File: config.mk
export PLATFORM = sky130hd
export DESIGN_NAME = dram_ctl
export DESIGN_NICKNAME = d
export VERILOG_FILES = /design/src/rtl/dram_ctl.sv
export SDC_FILE = /design/constraint.sdc
export NUM_CORES = 1
export LEC_CHECK = 0
export BUFFER_PORTS_ARGS = -buffer_cell sky130_fd_sc_hd__buf_4
export CAP_MARGIN = 20
export CORE_MARGIN = 5
export CORE_UTILIZATION = 40
export CTS_CLUSTER_DIAMETER = 100
export CTS_CLUSTER_SIZE = 14
export DETAILED_ROUTE_END_ITERATION = 12
export SLEW_MARGIN = 20
export SYNTH_ARGS = -nofsm -noshare
export SYNTH_HDL_FRONTEND = slang
export SYNTH_SLANG_ARGS = --single-unit
File: constraint.sdc
create_clock -name clk -period 2.71 [get_ports clk]
set_input_delay 0.813 -clock clk [delete_from_list [all_inputs] [get_ports clk]]
set_output_delay 0.813 -clock clk [all_outputs]
set_load 0.02 [all_outputs]
File: src/rtl/dram_ctl.sv
module dram_ctl #(
  parameter int A_W       = 11,
  parameter int INIT_CYC  = 20000,
  parameter int INIT_REFS = 8,
  parameter int REF_INT   = 1560,
  parameter int MAX_RAS   = 1000,
  parameter int T_RP      = 5,
  parameter int T_RCD     = 2,
  parameter int T_CAS     = 4,
  parameter int T_CP      = 1,
  parameter int T_CSR     = 1,
  parameter int T_RASR    = 7
) (
  input  logic           clk,
  input  logic           rst_n,
  input  logic           req_valid,
  output logic           req_ready,
  input  logic           req_write,
  input  logic [2*A_W-1:0] req_addr,
  input  logic           req_wdata,
  output logic           rsp_valid,
  output logic           rsp_rdata,
  output logic           dram_ras_n,
  output logic           dram_cas_n,
  output logic           dram_we_n,
  output logic [A_W-1:0] dram_addr,
  output logic           dram_din,
  input  logic           dram_dout
);
  localparam int AW = 2 * A_W;
  localparam int TW = $clog2(INIT_CYC + REF_INT + MAX_RAS + 16);
  localparam int IW = $clog2(INIT_REFS + 1);
  localparam logic [TW-1:0] LIM      = TW'(MAX_RAS - T_CAS - T_CP - 2);
  localparam logic [TW-1:0] REF_LAST = TW'(REF_INT - 1);

  typedef enum logic [3:0] {
    S_INIT, S_IDLE, S_ROW, S_COL, S_CAS, S_PAGE, S_PRE, S_RCS, S_RRAS
  } st_t;

  st_t            st;
  logic [TW-1:0]  tmr, ras_cnt, ref_cnt;
  logic [IW-1:0]  init_left;
  logic           init_done, ref_due;
  logic [A_W-1:0] row_q, col_q;
  logic           wr_q, wd_q;

  logic row_hit, page_ok, accept, ref_hit, ref_take;

  assign row_hit   = req_addr[AW-1:A_W] == row_q;
  assign page_ok   = (st == S_PAGE) && (tmr == '0) && !ref_due && (ras_cnt < LIM) && row_hit;
  assign req_ready = ((st == S_IDLE) && !ref_due) || page_ok;
  assign accept    = req_valid && req_ready;
  assign ref_hit   = init_done && (ref_cnt == REF_LAST);
  assign ref_take  = (st == S_IDLE) && ref_due;

  assign dram_ras_n = !(st inside {S_ROW, S_COL, S_CAS, S_PAGE, S_RRAS});
  assign dram_cas_n = !(st inside {S_CAS, S_RCS, S_RRAS});
  assign dram_we_n  = !((st == S_COL || st == S_CAS) && wr_q);
  assign dram_addr  = (st == S_ROW) ? row_q :
                      (st == S_COL || st == S_CAS) ? col_q : '0;
  assign dram_din   = wd_q;

  always_ff @(posedge clk or negedge rst_n) begin
    if (!rst_n) begin
      st        <= S_INIT;
      tmr       <= TW'(INIT_CYC - 1);
      ras_cnt   <= '0;
      ref_cnt   <= '0;
      ref_due   <= 1'b0;
      init_left <= IW'(INIT_REFS);
      init_done <= 1'b0;
      row_q     <= '0;
      col_q     <= '0;
      wr_q      <= 1'b0;
      wd_q      <= 1'b0;
      rsp_valid <= 1'b0;
      rsp_rdata <= 1'b0;
    end else begin
      rsp_valid <= 1'b0;
      if (tmr != '0) tmr <= tmr - 1'b1;
      ras_cnt <= dram_ras_n ? '0 : ras_cnt + 1'b1;
      ref_cnt <= (!init_done || ref_hit) ? '0 : ref_cnt + 1'b1;
      ref_due <= ref_hit | (ref_due & ~ref_take);

      case (st)
        S_INIT: if (tmr == '0) begin
          st        <= S_RCS;
          tmr       <= TW'(T_CSR - 1);
          init_left <= init_left - 1'b1;
        end
        S_IDLE: if (ref_due) begin
          st  <= S_RCS;
          tmr <= TW'(T_CSR - 1);
        end else if (accept) begin
          row_q <= req_addr[AW-1:A_W];
          col_q <= req_addr[A_W-1:0];
          wr_q  <= req_write;
          wd_q  <= req_wdata;
          st    <= S_ROW;
          tmr   <= TW'(T_RCD - 1);
        end
        S_ROW: if (tmr == '0) st <= S_COL;
        S_COL: begin
          st  <= S_CAS;
          tmr <= TW'(T_CAS - 1);
        end
        S_CAS: if (tmr == '0) begin
          rsp_valid <= !wr_q;
          rsp_rdata <= dram_dout;
          st        <= S_PAGE;
          tmr       <= TW'(T_CP - 1);
        end
        S_PAGE: if (accept) begin
          col_q <= req_addr[A_W-1:0];
          wr_q  <= req_write;
          wd_q  <= req_wdata;
          st    <= S_COL;
        end else if ((tmr == '0) && (ref_due || ras_cnt >= LIM || (req_valid && !row_hit))) begin
          st  <= S_PRE;
          tmr <= TW'(T_RP - 1);
        end
        S_PRE: if (tmr == '0) begin
          if (init_left != '0) begin
            st        <= S_RCS;
            tmr       <= TW'(T_CSR - 1);
            init_left <= init_left - 1'b1;
          end else begin
            st        <= S_IDLE;
            init_done <= 1'b1;
          end
        end
        S_RCS: if (tmr == '0) begin
          st  <= S_RRAS;
          tmr <= TW'(T_RASR - 1);
        end
        S_RRAS: if (tmr == '0) begin
          st  <= S_PRE;
          tmr <= TW'(T_RP - 1);
        end
        default: st <= S_IDLE;
      endcase
    end
  end
endmodule

Word-level counts from Yosys, hierarchy flattened
Cells that the tools add are included.

Bits in registers: 81. Input bits: 28. Output and inout port bits: 18. Logic and storage cells: 124.

$add $sub $neg: 4. $lt $le $gt $ge: 2. Eq/ne operators: 20. Mux-type cells: 42. Bitwise operators: 5. Reductions and logical operators: 38.

Operator list (number): $mux 15 (12); $pmux 15 s7 (1); $mux 4 (13); $mux 11 (4); $pmux 4 s9 (1); $add 15x1->15 const B (2); $pmux 11 s2 (1); $eq 4x3->1 const B (4); $eq 15x11->1 const B (1); $ge 15x10->1 const B (1); $logic_not 15->1 (1); $lt 15x10->1 const B (1); $reduce_bool 15->1 (1); $sub 15x1->15 const B (1); $eq 11x11->1 (1); $logic_and 1x1->1 (11); $eq 4x2->1 const B (2); $ne 2x1->1 const B (4); $ne 2x2->1 const B (4); $pmux 4 s2 (1); $reduce_and 8->1 (1); $logic_not 1->1 (7); $mux 1 (6); $reduce_and 3->1 (2); 19 further kinds (28).

Longest topological paths before layout
Gate-level depths: netlist of run 1.

Word-level depth: 10. Mapped depth: 13. Mapped depth without buffers: 12.

Least setup slack after synthesis of run 1
OpenSTA, ideal clock, no wires.

Kind: input-to-output. Start point: in req_addr[19]. End point: out req_ready. Data arrival time: 1.980 ns. Data required time: 1.897 ns. Path slack: -0.083 ns. Cell stages on the path: 4. Path buffers: 0. Path through: xor2_1 nor4_1 nand3_1 o31ai_1.

Word-level cells in the longest chain between the ends: 3.

Ends and longest elaborated chain: from (decl) (line 19) `input logic [2*A_W-1:0] req_addr,`; $eq 11x11->1 (line 49) `assign row_hit = req_addr[AW-1:A_W] == row_q;`; $logic_and 1x1->1 (line 50) `assign page_ok = (st == S_PAGE) && (tmr == '0) && !ref_due && (ras_cnt < LIM) && row_hit;`; $logic_or 1x1->1 (line 51) `assign req_ready = ((st == S_IDLE) && !ref_due) || page_ok;`; to (decl) (line 17) `output logic req_ready,`.

Every way passes these cells.

Final worst setup path of run 1
Start point: in req_addr[14]. End point: out req_ready.

The elaborated chain is that of the path after synthesis.

==> impl_metrics.env, run 1 <==
export IMPL_drc_errors=0
export IMPL_syn_num_nets=475
export IMPL_fp_coreArea_um2=10700
export IMPL_port_buffers=45
export IMPL_track_usage_pct=16.6
export IMPL_rows=38
export IMPL_cpPeakStageDelay_ns=0.32
export IMPL_avgViaCountPerCell=5.41
export IMPL_cts_clk_slew_worst_paths_ns=0.08
export IMPL_status="finished with violations"
export IMPL_insertion_delay_ns=0.37
export IMPL_utilization_pct=50.2
export IMPL_die_h_um=114
export IMPL_power_internal_mw=3.38
export IMPL_rsz0062_at_grt="true"
export IMPL_ios=46
export IMPL_cts_sinks=81
export IMPL_cts_tree="done"
export IMPL_synth_seq_cells=81
export IMPL_top_layer="met4"
export IMPL_vias=3543
export IMPL_worstRegToRegCells=8
export IMPL_slowest_stage="o31ai_2"
export IMPL_cp_arrival_ns=2.06
export IMPL_drt_antenna_violating_nets=0
export IMPL_violations="setup timing"
export IMPL_grt_pass1_wl_mm=17.5
export IMPL_cts_buffer_depth=2
export IMPL_wirelength_met1_mm=4.45
export IMPL_netlist_instances=440
export IMPL_wl_per_cell_um=15.3
export IMPL_p_leak_nw=2.34
export IMPL_synth_flop_cell="dfrtp_1"
export IMPL_finalCritPeriodShare_pct=106
export IMPL_slew_headroom_pct=67.3
export IMPL_final_max_slew_violation_count=0
export IMPL_grt_pass1_vias=3607
export IMPL_dr_pass1_iters=5
export IMPL_peakVddDrop_mv=0.586
export IMPL_syn_area_um2=4320
export IMPL_required_ns=1.90
export IMPL_critPathMaxFanout=2
export IMPL_initialDrtViolationCount=195
export IMPL_met3_length_um=652
export IMPL_htreeDepth=3
export IMPL_nets=545
export IMPL_synth_edf_count=0
export IMPL_finalSetupViolCount=1
export IMPL_dp_hpwl_mm=7.19
export IMPL_die_w_um=114
export IMPL_power_sequential_fraction_pct=33.5
export IMPL_max_cap_viol_count=0
export IMPL_holdBufCountCts=0
export IMPL_num_antenna_cells=0
export IMPL_finalPower_mw=5.62
export IMPL_fmax_mhz=348
export IMPL_final_common_cell="dfrtp_1"
export IMPL_async_reset_ff_share_pct=100
export IMPL_synth_cell_types=55
export IMPL_initial_core_util_pct=40.4
export IMPL_post_place_ws_ns=-0.249
export IMPL_reg2reg_slack_ns=0.17
export IMPL_final_layout_size_suffix_gt1_share_pct=27.0
export IMPL_grt_max_degree=51
export IMPL_place_congestion=0.875
export IMPL_crit_type="input pin to output pin"
export IMPL_grt_overflow_total=0
export IMPL_fin_ws_ns=-0.160
export IMPL_hold_viol_final=0
export IMPL_start_kind="input pin"
export IMPL_cts_inserted_buffers=9
export IMPL_power_share_switching_pct=39.9
export IMPL_syn_area_per_cell_um2=9.83
export IMPL_fin_crit_ns=2.87
export IMPL_hold_path_class="input pin to asynchronous set/reset pin"
export IMPL_p_clk_share_pct=18.0
export IMPL_p_switching_mw=2.24
export IMPL_yosys_warnings=0
export IMPL_worst_pin_slew_ns=0.489
export IMPL_antenna_found_initial=0
export IMPL_endpoint_kind="output pin"
export IMPL_final_cell_mix="71 x dfrtp_1, 63 x buf_4, 59 x nor2_1"
export IMPL_skew_ns=0.00932
export IMPL_routed_wl_mm=10.0
export IMPL_rr_endpoint="col_q[1]$_DFFE_PN0P_"
export IMPL_r2r_start="row_q[3]$_DFFE_PN0P_"
export IMPL_power_density_nw_per_um2=1050
export IMPL_combinationalPowerShare_pct=48.5
export IMPL_syn_to_final_growth_pct=24.3
export IMPL_dr_wl_met2_mm=4.78
export IMPL_ys_seq_area_share_pct=47.2
export IMPL_cts_root_buf="clkbuf_8"
export IMPL_fp_dieArea_um2=13000
export IMPL_crit_chain="buf_6, xor2_2, nor4_1, nand3_1, o31ai_2, buf_4"
power groups by stage:
stage	Sequential, mW	Clock [mW]	Combinational, mW
finish	1.88	1.01	2.73
floorplan	1.84	0	1.71
global route	1.94	1.09	3.01
detailed placement	1.89	0	2.60
CTS	1.87	1.04	2.67
global placement	1.88	0	2.57
worst max-delay path by stage:
| stage | start | endpoint | slack (ns) | cells past startpoint |
|---|---|---|---|---|
| floorplan | req_addr[19] | req_ready | 0.05 | 4 |
| global placement | req_addr[19] | req_ready | -0.25 | 6 |
| detailed placement | req_addr[12] | req_ready | -0.25 | 6 |
| CTS | req_addr[14] | req_ready | -0.16 | 6 |
| global route | req_addr[20] | req_ready | -0.24 | 6 |
| finish | req_addr[14] | req_ready | -0.16 | 6 |
sequential cells by signal, summed over array words and instances (netlist names), 4 cells and up:
name       flops
ras_cnt       15
ref_cnt       15
tmr           15
col_q         11
row_q         11
init_left      4
st             4
stage by stage:
stage | TNS (ns) | cells | hold slack [ns] | area [um2]
2_1_floorplan | 0 | 440 | 0.417 | 4330
3_3_place_gp | -2.37 | 635 | 0.434 | 5000
3_5_place_dp | -2.59 | 635 | 0.444 | 5000
4_1_cts | -0.162 | 654 | 0.381 | 5310
5_1_grt | -0.260 | 655 | 0.399 | 5380
6_report | -0.160 | 655 | 0.380 | 5380
worst max-delay path, delay by kind of cell:
kind / cells / cell delay, ns
compound gates: 1 / 0.32
xor+xnor: 1 / 0.13
buf+inv: 2 / 0.29
simple gates: 2 / 0.50
layer usage:
| layer | up-vias | track usage, % |
|---|---|---|
| met5 | - | 0 |
| met3 | 16 | 3.77 |
| met2 | 102 | 26.7 |
| met4 | 0 | 6.33 |
| li1 | 1700 | - |
| met1 | 1725 | 22.0 |
cell families (layout without fill, tap and decap cells):
group / count (synthesis) / in the layout / share of synthesized area (%)
AO/OA/AOI/OAI: 73 / 73 / 11.2
multiplexers: 26 / 26 / 6.77
XOR/XNOR: 47 / 47 / 9.52
AND/OR/NAND/NOR: 178 / 178 / 20.7
flip-flops: 81 / 81 / 47.2
buffers and inverters: 28 / 103 / 2.66
adder cells (fa/ha/maj): 7 / 7 / 2.03
cell type report:
class | instances | area (um2)
repair buffers | 76 | 641
multi-input cells | 331 | 2250
inverters | 11 | 41.3
clock inverters | 7 | 104
flip-flops and latches | 81 | 2040
well taps | 140 | 175
clock buffers | 9 | 124
fillers | 990 | 5320
cell usage after synthesis (3+ instances only):
cell type | number | area share (%)
nand4_1 | 7 | 1.0
or3_1 | 8 | 1.2
o21ai_0 | 18 | 2.1
and3_1 | 6 | 0.87
nand2_1 | 28 | 2.4
nor2b_1 | 5 | 0.72
xnor2_1 | 16 | 3.2
inv_1 | 10 | 0.87
mux2_1 | 10 | 2.6
clkbuf_1 | 12 | 1.0
nand2b_1 | 4 | 0.58
o22ai_1 | 3 | 0.43
mux2_2 | 16 | 4.2
nand3b_1 | 3 | 0.52
nor2_1 | 62 | 5.4
dfrtp_1 | 71 | 41
dfstp_2 | 10 | 6.1
nor3_1 | 13 | 1.5
ha_1 | 7 | 2.0
xor2_1 | 31 | 6.3
a21oi_1 | 16 | 1.9
a22o_1 | 12 | 2.4
a21boi_0 | 3 | 0.52
nor4_1 | 10 | 1.4
nand3_1 | 19 | 2.2
timing repair:
| item | in CTS | in global routing |
|---|---|---|
| endpoints found under the setup margin | 12 | 15 |
| gates cloned | 1 | 1 |
| gates resized for setup | 15 | 16 |
| buffers inserted | 2 | 0 |
| pin swaps | 6 | 6 |
(Power assumes the default switching activity.)
==> inputs of run 2 (changes only) <==
--- a/config.mk
+++ b/config.mk
@@ -5,6 +5,7 @@
 export SDC_FILE = /design/constraint.sdc
 export NUM_CORES = 1
 export LEC_CHECK = 0
+export ABC_AREA = 1
 export BUFFER_PORTS_ARGS = -buffer_cell sky130_fd_sc_hd__buf_4
 export CAP_MARGIN = 20
 export CORE_MARGIN = 5
==> impl_metrics.env, run 2 <==
export IMPL_status="completed"
export IMPL_async_reset_ff_share_pct=100
export IMPL_final_layout_size_suffix_gt1_share_pct=19.8
export IMPL_reg_top3="ras_cnt (15), ref_cnt (15), tmr (15)"
export IMPL_cts_inserted_buffers=9
export IMPL_cts_sinks=81
export IMPL_synth_seq_cells=81
export IMPL_wl_per_cell_um=14.3
export IMPL_die_w_um=120
export IMPL_p_clk_share_pct=46.5
export IMPL_synth_area_top_cells="dfrtp_1 37%, nand2_1 11%, nor2_1 6.1%"
export IMPL_required_ns=1.90
export IMPL_slowest_stage="dfrtp_2"
export IMPL_insertion_delay_ns=0.35
export IMPL_ys_seq_area_share_pct=42.3
export IMPL_initial_core_util_pct=40.5
export IMPL_crit_chain="nor2_2, nand3_2, o21ai_2, buf_4, nand2_1, o21ai_0, buf_4"
export IMPL_synth_most_common_cell="nand2_1"
export IMPL_dr_pass1_iters=5
export IMPL_combinationalPowerShare_pct=3.8
export IMPL_grt_overflow_total=0
export IMPL_fin_ws_ns=0.126
export IMPL_fmax_mhz=387
export IMPL_track_usage_pct=17.5
export IMPL_postCtsSetupBuffers=0
export IMPL_synth_edf_count=0
export IMPL_final_cell_mix="144 x nand2_1, 77 x inv_1, 71 x nor2_1"
export IMPL_yosys_top_cells_count="146 x nand2_1, 78 x nor2_1, 77 x inv_1, 71 x dfrtp_1, 31 x nand4_1"
export IMPL_cpPeakStageDelay_ns=0.47
export IMPL_max_cap_viol_count=0
export IMPL_syn_to_final_growth_pct=19.3
export IMPL_cts_buffer_depth=2
export IMPL_cts_root_buf="clkbuf_16"
export IMPL_routed_wl_mm=11.9
export IMPL_rows=40
export IMPL_initialDrtViolationCount=210
export IMPL_worstPathBufferInverterCount=2
export IMPL_syn_num_nets=656
export IMPL_endpoint_kind="output pin"
export IMPL_power_sequential_fraction_pct=49.7
export IMPL_slew_headroom_pct=62.2
export IMPL_num_antenna_cells=0
export IMPL_synth_cell_types=41
export IMPL_antenna_found_initial=0
export IMPL_power_density_nw_per_um2=429
export IMPL_start_kind="register"
export IMPL_fin_crit_ns=2.58
export IMPL_netlist_instances=621
export IMPL_fp_dieArea_um2=14400
export IMPL_vias=4378
export IMPL_cp_common_cell="buf_4"
export IMPL_critPathMaxFanout=8
export IMPL_hold_viol_final=0
export IMPL_synth_area_leader_cell="dfrtp_1"
export IMPL_syn_area_um2=4820
export IMPL_ios=46
export IMPL_cp_top_family="flip-flops"
export IMPL_tns_ns=0
export IMPL_synth_flop_cell="dfrtp_1"
export IMPL_p_leak_nw=2.67
export IMPL_skew_ns=0.00833
export IMPL_htreeDepth=3
export IMPL_cp_arrival_ns=1.77
export IMPL_final_common_cell="nand2_1"
export IMPL_grt_max_degree=37
export IMPL_place_congestion=0.962
export IMPL_hold_path_class="input pin to asynchronous set/reset pin"
export IMPL_final_max_slew_violation_count=0
export IMPL_drc_errors=0
export IMPL_avgViaCountPerCell=5.28
export IMPL_die_h_um=120
export IMPL_fp_coreArea_um2=11900
export IMPL_peakVddDrop_mv=0.305
export IMPL_nets=712
export IMPL_syn_area_per_cell_um2=7.77
export IMPL_power_share_switching_pct=23.3
export IMPL_finalSetupViolCount=0
export IMPL_yosys_warnings=0
export IMPL_grt_pass1_wl_mm=20.2
export IMPL_worst_pin_slew_ns=0.566
export IMPL_power_internal_mw=1.90
export IMPL_dp_hpwl_mm=8.95
export IMPL_cts_tree="done"
export IMPL_post_place_ws_ns=0.127
export IMPL_cts_clk_slew_worst_paths_ns=0.07
export IMPL_crit_type="register to output pin"
export IMPL_drt_antenna_violating_nets=0
export IMPL_synth_top_area_share_pct=36.8
export IMPL_port_buffers=45
export IMPL_grt_pass1_vias=4327
export IMPL_finalCritPeriodShare_pct=95.4
export IMPL_p_switching_mw=0.574
-- run 2: cell count changes in the layout (fill, tap and decap cells not counted), sizes merged, moves of 16 or more --
cell and change:
nor2 +19, inv +70, nand4 +24, nand2 +120, xor2 -23, buf -16
-- run 2: power by group through the flow --
stage	logic (mW)	clock network (mW)	registers [mW]
after floorplan	0.0251	0	1.25
after global placement	0.0963	0	1.25
after detailed placement	0.0982	0	1.25
after CTS	0.0983	1.18	1.23
after global routing	0.107	1.25	1.23
final	0.0946	1.15	1.23
-- run 2: metal layers --
metal | wire length [um] | part of all wire, % | GRT usage (%)
met1 | 5450 | 46 | 22.9
met2 | 5530 | 47 | 27.5
met3 | 648 | 5.5 | 3.96
met4 | 247 | 2.1 | 7.87
met5 | 0 | 0 | 0
-- run 2: final timing paths --
kind	from	end	slack (ns)	cells past startpoint
hold reg to reg	ref_cnt[0]$_DFF_PN0_	ref_cnt[0]$_DFF_PN0_	0.47	1
max in group asynchronous	rst_n	tmr[11]$_DFF_PN1_	1.59	2
setup reg to reg	tmr[1]$_DFF_PN1_	tmr[11]$_DFF_PN1_	0.54	8
setup / recovery	st[2]$_DFFE_PN0P_	dram_addr[8]	0.13	7
min in group clk	ref_cnt[0]$_DFF_PN0_	ref_cnt[0]$_DFF_PN0_	0.47	1
hold / removal	rst_n	ras_cnt[8]$_DFF_PN0_	0.42	1
-- run 2: worst register-to-register path, delay by kind of cell, from the launching register on --
family	cells	cell delay, ns
buffers and inverters	2	0.28
AND/OR/NAND/NOR	4	0.92
flip-flops	1	0.54
AO/OA/AOI/OAI	1	0.15
adder cells (fa/ha/maj)	1	0.20
-- run 2: logic make-up after synthesis --
| group | count (synthesis) | synth area share, % |
|---|---|---|
| adder cells (fa/ha/maj) | 7 | 1.82 |
| buffers and inverters | 95 | 7.62 |
| flip-flops | 81 | 42.3 |
| multiplexers | 20 | 5.29 |
| AO/OA/AOI/OAI | 76 | 9.75 |
| XOR/XNOR | 15 | 2.72 |
| AND/OR/NAND/NOR | 327 | 30.5 |
-- run 2: cell type report --
class / count / area [um2]
Fill cell: 1186 / 6150
Tap cell: 147 / 184
Sequential cell: 81 / 2040
Clock buffer: 9 / 225
Multi-Input combinational cell: 445 / 2480
Timing Repair Buffer: 60 / 463
Inverter: 80 / 303
Clock inverter: 7 / 55.1
-- run 2: timing repair --
| action | CTS | global route |
|---|---|---|
| cloned | 0 | 0 |
| gates resized for setup | 0 | 22 |
| endpoints found under the setup margin | 3 | 14 |
| pin swaps | 0 | 1 |
| hold buffers | 0 | 0 |
-- run 2: through the flow --
step / total power [mW] / cell area, um2 / instances / hold slack [ns] / util (%)
2_1_floorplan: 1.27 / 4820 / 621 / 0.424 / -
3_3_place_gp: 1.34 / 5400 / 813 / 0.450 / 45.4
3_5_place_dp: 1.35 / 5400 / 813 / 0.452 / 45.4
4_1_cts: 2.51 / 5680 / 829 / 0.448 / 47.7
5_1_grt: 2.58 / 5760 / 829 / 0.459 / 48.3
6_report: 2.47 / 5760 / 829 / 0.423 / 48.3
